[config.mk]
export PLATFORM = sky130hd
export DESIGN_NAME = txq_sched
export DESIGN_NICKNAME = d
export VERILOG_FILES = /design/src/rtl/txq_pkg.sv /design/src/rtl/txq_pick.sv /design/src/rtl/txq_fsm.sv /design/src/rtl/txq_slot.sv /design/src/rtl/txq_sched.sv
export SDC_FILE = /design/constraint.sdc
export NUM_CORES = 1
export LEC_CHECK = 0
export CAP_MARGIN = 20
export CORE_MARGIN = 10
export CORE_UTILIZATION = 48
export DETAILED_ROUTE_END_ITERATION = 10
export PLACE_DENSITY = 0.75
export SYNTH_ARGS = -nofsm -noshare
export SYNTH_HDL_FRONTEND = slang
export SYNTH_SLANG_ARGS = --single-unit
[constraint.sdc]
create_clock -name clk -period 3.3 [get_ports clk]
set_input_delay 0.495 -clock clk [delete_from_list [all_inputs] [get_ports clk]]
set_output_delay 0.495 -clock clk [all_outputs]
set_load 0.02 [all_outputs]
[src/rtl/txq_pkg.sv]
package txq_pkg;
    typedef enum logic [0:0] {
        S_IDLE = 1'b0,
        S_SEND = 1'b1
    } txq_state_e;

    localparam int FLAG_BITS = 6;
endpackage

[src/rtl/txq_pick.sv]
module txq_pick #(
    parameter int NBUF = 3,
    parameter int PW   = 2,
    localparam int IW  = (NBUF > 1) ? $clog2(NBUF) : 1
) (
    input  logic               clk,
    input  logic               rst_n,
    input  logic [NBUF-1:0]    req,
    input  logic [NBUF*PW-1:0] prio,
    output logic               any,
    output logic [IW-1:0]      idx
);
    logic [PW-1:0] best;

    // ascending scan with >= : larger index wins ties
    always_comb begin
        any  = 1'b0;
        idx  = '0;
        best = '0;
        for (int i = 0; i < NBUF; i++) begin
            if (req[i] && (!any || prio[i*PW +: PW] >= best)) begin
                any  = 1'b1;
                idx  = IW'(i);
                best = prio[i*PW +: PW];
            end
        end
    end

    p_win_pending_r2: assert property (@(posedge clk) disable iff (!rst_n)
        any |-> req[idx]);
endmodule

[src/rtl/txq_fsm.sv]
module txq_fsm
    import txq_pkg::*;
#(
    parameter int NBUF = 3,
    localparam int IW  = (NBUF > 1) ? $clog2(NBUF) : 1
) (
    input  logic          clk,
    input  logic          rst_n,
    input  logic          bus_idle,
    input  logic          any,
    input  logic [IW-1:0] win_idx,
    input  logic          hold,
    input  logic          res_any,
    output logic          sof,
    output logic          busy,
    output logic [IW-1:0] tx_idx
);
    txq_state_e    state_q, state_d;
    logic [IW-1:0] cur_q;
    logic          start_ok;

    assign start_ok = bus_idle & any & ~hold;

    always_ff @(posedge clk or negedge rst_n) begin
        if (!rst_n) begin
            state_q <= S_IDLE;
            cur_q   <= '0;
        end else begin
            state_q <= state_d;
            if (state_q == S_IDLE && start_ok)
                cur_q <= win_idx;
        end
    end

    always_comb begin
        state_d = state_q;
        unique case (state_q)
            S_IDLE: if (start_ok) state_d = S_SEND;
            S_SEND: if (res_any)  state_d = S_IDLE;
        endcase
    end

    always_comb begin
        sof    = 1'b0;
        busy   = 1'b0;
        tx_idx = cur_q;
        unique case (state_q)
            S_IDLE: begin
                sof    = start_ok;
                tx_idx = win_idx;
            end
            S_SEND: busy = 1'b1;
        endcase
    end

    p_idx_hold_r3: assert property (@(posedge clk) disable iff (!rst_n)
        busy && $past(busy) |-> $stable(tx_idx));
    p_res_leaves_r10: assert property (@(posedge clk) disable iff (!rst_n)
        busy && res_any |=> !busy);
endmodule

[src/rtl/txq_slot.sv]
module txq_slot #(
    parameter int PW = 2
) (
    input  logic          clk,
    input  logic          rst_n,
    input  logic          wr,
    input  logic          wr_req,
    input  logic [PW-1:0] wr_prio,
    input  logic          wr_ie,
    input  logic          in_flight,
    input  logic          res_here,
    input  logic          res_ok,
    input  logic          res_err,
    input  logic          glob,
    output logic          req_q,
    output logic [PW-1:0] prio_q,
    output logic          ie_q,
    output logic          err_q,
    output logic          larb_q,
    output logic          abt_q,
    output logic          txif_q
);
    logic          kill_q;
    logic          n_req, n_ie, n_err, n_larb, n_abt, n_txif, n_kill;
    logic [PW-1:0] n_prio;

    always_comb begin
        n_req  = req_q;  n_prio = prio_q; n_ie  = ie_q;
        n_err  = err_q;  n_larb = larb_q; n_abt = abt_q;
        n_txif = txif_q; n_kill = kill_q;
        if (wr) begin
            n_prio = wr_prio;
            n_ie   = wr_ie;
            n_txif = 1'b0;
        end
        if (res_here) begin
            if (res_ok) begin
                n_req  = 1'b0;
                n_txif = ie_q;
                n_kill = 1'b0;
            end else begin
                if (res_err) n_err  = 1'b1;
                else         n_larb = 1'b1;
                if (kill_q || glob) begin
                    n_req  = 1'b0;
                    n_abt  = 1'b1;
                    n_kill = 1'b0;
                end
            end
        end else if (glob && req_q && !in_flight) begin
            n_req = 1'b0;
            n_abt = 1'b1;
        end
        if (wr) begin
            if (wr_req) begin
                n_req  = 1'b1;
                n_err  = 1'b0;
                n_larb = 1'b0;
                n_abt  = 1'b0;
                n_kill = 1'b0;
            end else if (in_flight && !res_here) begin
                n_kill = 1'b1;
            end else if (n_req) begin
                n_req = 1'b0;
                n_abt = 1'b1;
            end
        end
    end

    always_ff @(posedge clk or negedge rst_n) begin
        if (!rst_n) begin
            req_q <= 1'b0; prio_q <= '0; ie_q <= 1'b0; err_q <= 1'b0;
            larb_q <= 1'b0; abt_q <= 1'b0; txif_q <= 1'b0; kill_q <= 1'b0;
        end else begin
            req_q <= n_req; prio_q <= n_prio; ie_q <= n_ie; err_q <= n_err;
            larb_q <= n_larb; abt_q <= n_abt; txif_q <= n_txif; kill_q <= n_kill;
        end
    end

    p_ok_drops_req_r5: assert property (@(posedge clk) disable iff (!rst_n)
        res_here && res_ok && !wr |=> !req_q);
    p_fail_keeps_req_r6: assert property (@(posedge clk) disable iff (!rst_n)
        res_here && !res_ok && !kill_q && !glob && !wr |=> req_q);
    p_fail_no_irq_r6: assert property (@(posedge clk) disable iff (!rst_n)
        res_here && !res_ok && !wr |=> $stable(txif_q));
    p_abort_queued_r7: assert property (@(posedge clk) disable iff (!rst_n)
        wr && !wr_req && req_q && !in_flight && !res_here |=> !req_q && abt_q);
    p_glob_queued_r9: assert property (@(posedge clk) disable iff (!rst_n)
        glob && req_q && !in_flight && !wr |=> abt_q && !req_q);
endmodule

[src/rtl/txq_sched.sv]
module txq_sched #(
    parameter int NBUF = 3,
    parameter int PW   = 2,
    localparam int IW  = (NBUF > 1) ? $clog2(NBUF) : 1,
    localparam int SW  = PW + txq_pkg::FLAG_BITS
) (
    input  logic          clk,
    input  logic          rst_n,
    input  logic          wr_en,
    input  logic [IW-1:0] wr_sel,
    input  logic          wr_req,
    input  logic [PW-1:0] wr_prio,
    input  logic          wr_ie,
    input  logic          abort_all,
    input  logic [IW-1:0] rd_sel,
    output logic [SW-1:0] rd_stat,
    output logic          abort_pend,
    input  logic          bus_idle,
    output logic          sof,
    output logic [IW-1:0] tx_idx,
    output logic          tx_busy,
    input  logic          res_ok,
    input  logic          res_err,
    input  logic          res_larb,
    output logic          irq
);
    logic [NBUF-1:0]    req_v, ie_v, err_v, larb_v, abt_v, txif_v;
    logic [NBUF*PW-1:0] prio_v;
    logic [SW-1:0]      stat_a [NBUF];
    logic               any, res_any, eff_abort, gabt_q;
    logic [IW-1:0]      win_idx;

    assign res_any   = res_ok | res_err | res_larb;
    assign eff_abort = abort_all | gabt_q;

    txq_pick #(.NBUF(NBUF), .PW(PW)) u_pick (
        .clk(clk), .rst_n(rst_n), .req(req_v), .prio(prio_v),
        .any(any), .idx(win_idx)
    );

    txq_fsm #(.NBUF(NBUF)) u_fsm (
        .clk(clk), .rst_n(rst_n), .bus_idle(bus_idle), .any(any),
        .win_idx(win_idx), .hold(eff_abort), .res_any(res_any),
        .sof(sof), .busy(tx_busy), .tx_idx(tx_idx)
    );

    for (genvar g = 0; g < NBUF; g++) begin : g_slot
        logic hit;
        assign hit = (tx_idx == IW'(g)) && (sof || tx_busy);
        txq_slot #(.PW(PW)) u_slot (
            .clk(clk), .rst_n(rst_n),
            .wr(wr_en && wr_sel == IW'(g)), .wr_req(wr_req),
            .wr_prio(wr_prio), .wr_ie(wr_ie),
            .in_flight(hit), .res_here(hit && tx_busy && res_any),
            .res_ok(res_ok), .res_err(res_err), .glob(eff_abort),
            .req_q(req_v[g]), .prio_q(prio_v[g*PW +: PW]), .ie_q(ie_v[g]),
            .err_q(err_v[g]), .larb_q(larb_v[g]), .abt_q(abt_v[g]),
            .txif_q(txif_v[g])
        );
        assign stat_a[g] = {txif_v[g], abt_v[g], larb_v[g], err_v[g],
                            req_v[g], ie_v[g], prio_v[g*PW +: PW]};
    end

    always_ff @(posedge clk or negedge rst_n) begin
        if (!rst_n) gabt_q <= 1'b0;
        else        gabt_q <= eff_abort && tx_busy && !res_any;
    end

    always_comb begin
        rd_stat = '0;
        for (int i = 0; i < NBUF; i++)
            if (rd_sel == IW'(i)) rd_stat = stat_a[i];
    end

    assign abort_pend = gabt_q;
    assign irq        = |txif_v;

    p_sof_valid_r2: assert property (@(posedge clk) disable iff (!rst_n)
        sof |-> bus_idle && !abort_all && req_v[tx_idx]);
    p_pend_busy_r9: assert property (@(posedge clk) disable iff (!rst_n)
        abort_pend |-> tx_busy);
endmodule

Word-level counts from Yosys, hierarchy flattened
Index checks and enable logic that the tools add are counted.
{ "classes": {"magnitude_cmp": 2, "eq_ne": 6, "mux": 118, "bitwise": 7, "n_reduce_logical": 45} }
{ "ops": {"columns": ["operator", "n"], "rows": [
  ["$mux 1", 110],
  ["$logic_and 1x1->1", 26],
  ["$mux 8", 3],
  ["$logic_not 1->1", 9],
  ["$mux 2", 4],
  ["$eq 2x1->1 const B", 3],
  ["$eq 2x2->1 const B", 3],
  ["$logic_not 2->1", 3],
  ["$logic_or 1x1->1", 6],
  ["$ge 2x2->1", 2],
  ["$or 1x1->1", 3],
  ["$reduce_or 3->1", 1],
  ["$and 1x1->1", 2],
  ["$not 1->1", 2],
  ["$pmux 1 s2", 1]
]} }
{ "word_totals": {"regBits": 31, "in_bits": 16, "output_inout_bits": 14, "word_cells": 205} }

Depth between registers and ports, before layout
{ "depth": {"ltp_word": 22, "depth_mapped": 13} }

Cells and area by module
Synthesis repeated with hierarchy kept, for this count alone.
{ "hier_totals": {"hier_cells": 181, "hier_area_um2": 1853.0} }
{ "modules_own_cells": {"columns": ["mod", "instances", "cells_each", "area_per_inst_um2", "seq_area_each_um2"], "rows": [
  ["txq_slot", 3, 37, 401.6, 225.2],
  ["txq_sched", 1, 39, 324.1, 25.0],
  ["txq_pick", 1, 21, 167.7, 0.0],
  ["txq_fsm", 1, 10, 156.4, 75.1]
]} }

Least setup slack after synthesis
Ideal clock, no wire load.
{ "synth_path": {"kind": "register to output", "from": "register g_slot[0].u_slot.req_q", "to": "output tx_idx[0]", "arrival_time_ns": 2.950, "setup_slack_ns": -0.145, "stages_incl_launch_ff": 12, "path_buffers": 1, "path_cell_list": "dfrtp_1 > buf_1 > and2_1 > ha_1 > nor2b_1 > a2bb2oi_1 > o21ai_0 > ha_1 > nand2b_1 > a211o_1 > a211o_1 > nand2_1"} }
{ "synth_between": {"elab_chain_len": 10} }
{ "synth_lines": {"columns": ["element", "line_no", "text"], "rows": [
  ["start: declaration", "txq_slot.sv:15", "output logic req_q,"],
  ["start signal: assignment", "txq_slot.sv:75", "req_q <= n_req; prio_q <= n_prio; ie_q <= n_ie; err_q <= n_err;"],
  ["$mux 2 / $mux 1 (equally long branches)", "txq_pick.sv:21", "if (req[i] && (!any || prio[i*PW +: PW] >= best)) begin"],
  ["$ge 2x2->1 / $logic_not 1->1 (equally long branches)", "txq_pick.sv:21", null],
  ["$logic_or 1x1->1", "txq_pick.sv:21", null],
  ["$logic_and 1x1->1", "txq_pick.sv:21", null],
  ["$mux 2 / $mux 1 (equally long branches)", "txq_pick.sv:21", null],
  ["$ge 2x2->1 / $logic_not 1->1 (equally long branches)", "txq_pick.sv:21", null],
  ["$logic_or 1x1->1", "txq_pick.sv:21", null],
  ["$logic_and 1x1->1", "txq_pick.sv:21", null],
  ["$mux 2 (*)", "txq_pick.sv:21", null],
  ["$mux 2 (*)", "txq_fsm.sv:47", "unique case (state_q)"],
  ["end: declaration", "txq_sched.sv:20", "output logic [IW-1:0] tx_idx,"]
]} }
Mark *: on every way between the ends. The rest lies on a longest branch, timed or not.

Worst setup path in the final report
{ "layout_path": {"from": "register g_slot[0].u_slot.prio_q[0]", "to": "output tx_idx[0]"} }
{ "layout_between": {"elab_chain_len": 10} }
{ "layout_lines": {"columns": ["element", "line_no", "text"], "rows": [
  ["start: declaration", "txq_slot.sv:16", "output logic [PW-1:0] prio_q,"],
  ["start signal: assignment", "txq_slot.sv:75", null],
  ["$mux 2 (*)", "txq_pick.sv:21", null],
  ["$ge 2x2->1", "txq_pick.sv:21", null],
  ["$logic_or 1x1->1", "txq_pick.sv:21", null],
  ["$logic_and 1x1->1", "txq_pick.sv:21", null],
  ["$mux 2 / $mux 1 (equally long branches)", "txq_pick.sv:21", null],
  ["$ge 2x2->1 / $logic_not 1->1 (equally long branches)", "txq_pick.sv:21", null],
  ["$logic_or 1x1->1", "txq_pick.sv:21", null],
  ["$logic_and 1x1->1", "txq_pick.sv:21", null],
  ["$mux 2 (*)", "txq_pick.sv:21", null],
  ["$mux 2 (*)", "txq_fsm.sv:47", null]
]} }
Marked as above.

==> results.md <==
| Metric | Reported |
| --- | --- |
| Router iterations before antenna repair | 4 |
| Most common library cell in the layout ignoring fill and taps | sky130_fd_sc_hd__nand2_1 |
| Antenna Cells | 0 |
| Cell count after synthesis | 214 |
| Sort of element at the start of the critical path | flop |
| Worst-case clock skew | 0.00647 ns |
| Share of total power in the clock network | 26.8% |
| Area share of the largest cell type after synthesis | 40.3% |
| Clock latency on the worst-skew pair | 0.29 ns |
| Standard cell core area | 0.00377 mm2 |
| Maximum Capacitance Violations | 0 |
| Setup Viol. Count Final | 1 |
| Gr usage total | 16.5% |
| Final weighted congestion in routability-driven placement | 0.973 |
| Post-synthesis to final-layout area growth | 35.0% |
| Unique masters post-synth | 50 |
| Total clock buffers created by CTS | 5 |
| Syn Nets | 234 |
| Transition at the pin with the smallest max-transition slack | 0.620 ns |
| Cell type with the highest aggregate area in the netlist | sky130_fd_sc_hd__dfrtp_1 |
| Share of the yosys chip area belonging to registers | 40.3% |
| CTS Buffer Depth | 2 |
| Final sum of negative setup slack | -0.0179 ns |
| Library cell used as clock root buffer | sky130_fd_sc_hd__clkbuf_8 |
| Via Count | 1927 |
| Failing checks | setup timing |
| Pins Over Slew Limit | 0 |
| DRT antenna net count | 0 |
| Internal power summed over all cells | 0.000834 W |
| Clock slew at reported path FFs | 0.07 ns |
| Setup CP Type | reg2out |
| Logic gate share of total power | 32.5% |
| GRT Residual Overflow | 0 |
| Worst min-delay path category | reg2reg |
| Worst Path Max Fanout | 4 |
| Top cells by area in the synthesized netlist | sky130_fd_sc_hd__dfrtp_1, sky130_fd_sc_hd__nand2_1, sky130_fd_sc_hd__mux2i_1, sky130_fd_sc_hd__o21ai_0, sky130_fd_sc_hd__o31ai_1 |
| Post-DR wirelength/cell | 18.6 um |
| Final design utilization | 69.0% |
| Full die area | 0.00695 mm2 |
| Floorplan row count | 22 |
| Count of clock tree sinks | 31 |
| Fmax achieved | 0.301 GHz |
| Net switching share of the total power | 32.6% |
| Post-placement worst setup slack | -0.237 ns |
| First-iteration detailed-routing DRC count | 182 |
| Post-route DRC | 0 |
| Sum of net half-perimeters after detailed placement | 4030 um |
| Async set-reset flop share out of synthesis | 100% |
| Result of the run | finished with violations |
| Kind of capture point of the worst setup path | output port |
| Power dissipated by switching net loads | 0.000403 W |
| Antenna violations before repair | 0 |
| Clock tree from TritonCTS | built |
| Syn Std Cell Area | 0.00193 mm2 |
| Vias in the first global route | 1908 |
| Die span in y | 83.4 um |
| Leak | 1.12 nW |
| Final instance area | 0.00260 mm2 |
| Non-filler cells, final | 313 |
| Power density over the cells | 475 mW/mm2 |
| Post-layout nets | 284 |
| EDFF count, synth | 0 |
| Portion of total power attributed to sequential cells | 40.7% |
| Vias per cell | 6.16 |
| Count of final hold-check violations | 0 |
| Pin count of the biggest net entering global routing | 32 |
| Cell Count Post-Placement | 302 |
| Most frequently used flop master after synthesis | sky130_fd_sc_hd__dfrtp_1 |
| Global-route wire length before repair | 9520 um |
| Htree depth | 2 |
| Number of warnings printed during yosys synthesis | 0 |
| Peak supply drop | 0.310 mV |
| Final period demand of the worst path | 3.32 ns |
| I/O pin cnt | 30 |
| Max-slew headroom | 58.3% |
| Required time of the critical path | 2.80 ns |
| Final clock period utilization by the worst path | 101% |
| Arrival time at the worst endpoint | 2.82 ns |
| Effective utilization at floorplan | 51.1% |
| Post-place instance area | 0.00239 mm2 |
| Flops & latches, synth | 31 |
| Die Wd | 83.4 um |
| PnR worst setup slack | -0.0179 ns |
| Post-synthesis average cell area | 9.00 um2 |
| RSZ-0062 raised after global routing | yes |
| Proportion of layout cells with a drive suffix above 1 | 21.5% |
| Most used cells in the layout excluding fill and tap cells | sky130_fd_sc_hd__nand2_1, sky130_fd_sc_hd__dfrtp_1, sky130_fd_sc_hd__clkdlybuf4s50_1 |
| Number of input and output port buffers inserted | 29 |
| Routed Wire Length | 5810 um |
==> sequential cells by signal, indices dropped and copies added, names as in the netlist <==
register              flops
abort_pend                1
g_slot.u_slot.req_q       3
g_slot.u_slot.prio_q      6
g_slot.u_slot.larb_q      3
u_fsm.state_q             1
g_slot.u_slot.ie_q        3
g_slot.u_slot.err_q       3
u_fsm.cur_q               2
g_slot.u_slot.abt_q       3
g_slot.u_slot.kill_q      3
g_slot.u_slot.txif_q      3
==> layer usage <==
metal	part of all wire, %	GRT usage, %	up-vias
met5	0	0	-
met4	2.4	6.92	0
li1	-	-	903
met2	46	26.1	72
met3	7.2	4.49	12
met1	45	20.5	940
==> synth_stat cells (all sizes together), types with 2 or more instances <==
cell,n
o31ai,7
a211oi,3
or3,2
dfrtp,31
o21ai,15
inv,7
and2,4
nand3b,4
a2111o,2
nor4,3
nand2b,3
ha,4
a211o,2
mux2i,8
mux2,3
buf,3
nor3,8
o211ai,3
a2bb2oi,2
nor2b,2
o21a,2
a31o,2
a31oi,5
a41oi,2
nand2,39
nor2,11
and3b,2
a21oi,8
a22o,2
clkbuf,8
a221oi,3
==> metrics by stage <==
stage | hold WS [ns] | power, W
6_report | 0.504 | 0.00124
4_1_cts | 0.508 | 0.00121
3_5_place_dp | 0.494 | 0.000869
2_1_floorplan | 0.199 | 0.000699
3_3_place_gp | 0.483 | 0.000861
5_1_grt | 0.536 | 0.00131
==> power by group through the flow <==
| stage | logic, W | clock network, W | registers (W) |
|---|---|---|---|
| detailed placement | 0.000364 | 0 | 0.000505 |
| global placement | 0.000357 | 0 | 0.000504 |
| CTS | 0.000371 | 0.000340 | 0.000499 |
| global route | 0.000437 | 0.000358 | 0.000511 |
| finish | 0.000402 | 0.000331 | 0.000503 |
| floorplan | 0.000215 | 0 | 0.000484 |
==> cells by family (layout without fill, tap and decap cells) <==
logic type / Yosys count / in the layout / synth area share, %
compound gates: 66 / 66 / 25.1
fa+ha+maj: 4 / 4 / 2.60
buf+inv: 18 / 69 / 4.29
flops: 31 / 31 / 40.3
mux: 11 / 11 / 5.91
simple gates: 84 / 84 / 21.9
==> layout make-up <==
cell class	count	area (um2)
flip-flops and latches	31	776
multi-input cells	165	1160
inverters	7	26.3
repair buffers	54	482
fillers	298	1170
well taps	48	60.1
clock buffers	8	100
==> critical path: stages (launching register included) <==
cell and delay [ns]:
sky130_fd_sc_hd__dfrtp_1 0.38, sky130_fd_sc_hd__and2_4 0.17, sky130_fd_sc_hd__ha_4 0.22, sky130_fd_sc_hd__nor2b_4 0.14, sky130_fd_sc_hd__a2bb2oi_4 0.21, sky130_fd_sc_hd__buf_6 0.12, sky130_fd_sc_hd__nor2_2 0.03, sky130_fd_sc_hd__a31oi_1 0.17
sky130_fd_sc_hd__ha_1 0.28, sky130_fd_sc_hd__a211o_1 0.28, sky130_fd_sc_hd__a211o_1 0.33, sky130_fd_sc_hd__nand2_2 0.08, sky130_fd_sc_hd__buf_6 0.12
==> repair_timing <==
| action | in CTS | in global routing |
|---|---|---|
| hold buffers | 0 | 0 |
| buffers inserted | 0 | 3 |
| pin swaps | 4 | 8 |
| resized for setup | 12 | 15 |
| setup endpoints to repair | 2 | 7 |
==> worst paths after layout <==
kind	start	to	slack, ns	cells past startpoint
min reg2reg	g_slot[0].u_slot.err_q	g_slot[0].u_slot.err_q	0.50	1
min	g_slot[0].u_slot.err_q	g_slot[0].u_slot.err_q	0.50	1
min in group asynchronous	rst_n	u_fsm.cur_q[0]	0.61	2
max reg2reg	g_slot[0].u_slot.prio_q[0]	g_slot[1].u_slot.abt_q	0.15	13
max	g_slot[0].u_slot.prio_q[0]	tx_idx[0]	-0.02	12
max in group asynchronous	rst_n	g_slot[1].u_slot.txif_q	2.40	2
Power figures use the tool's default switching activity.
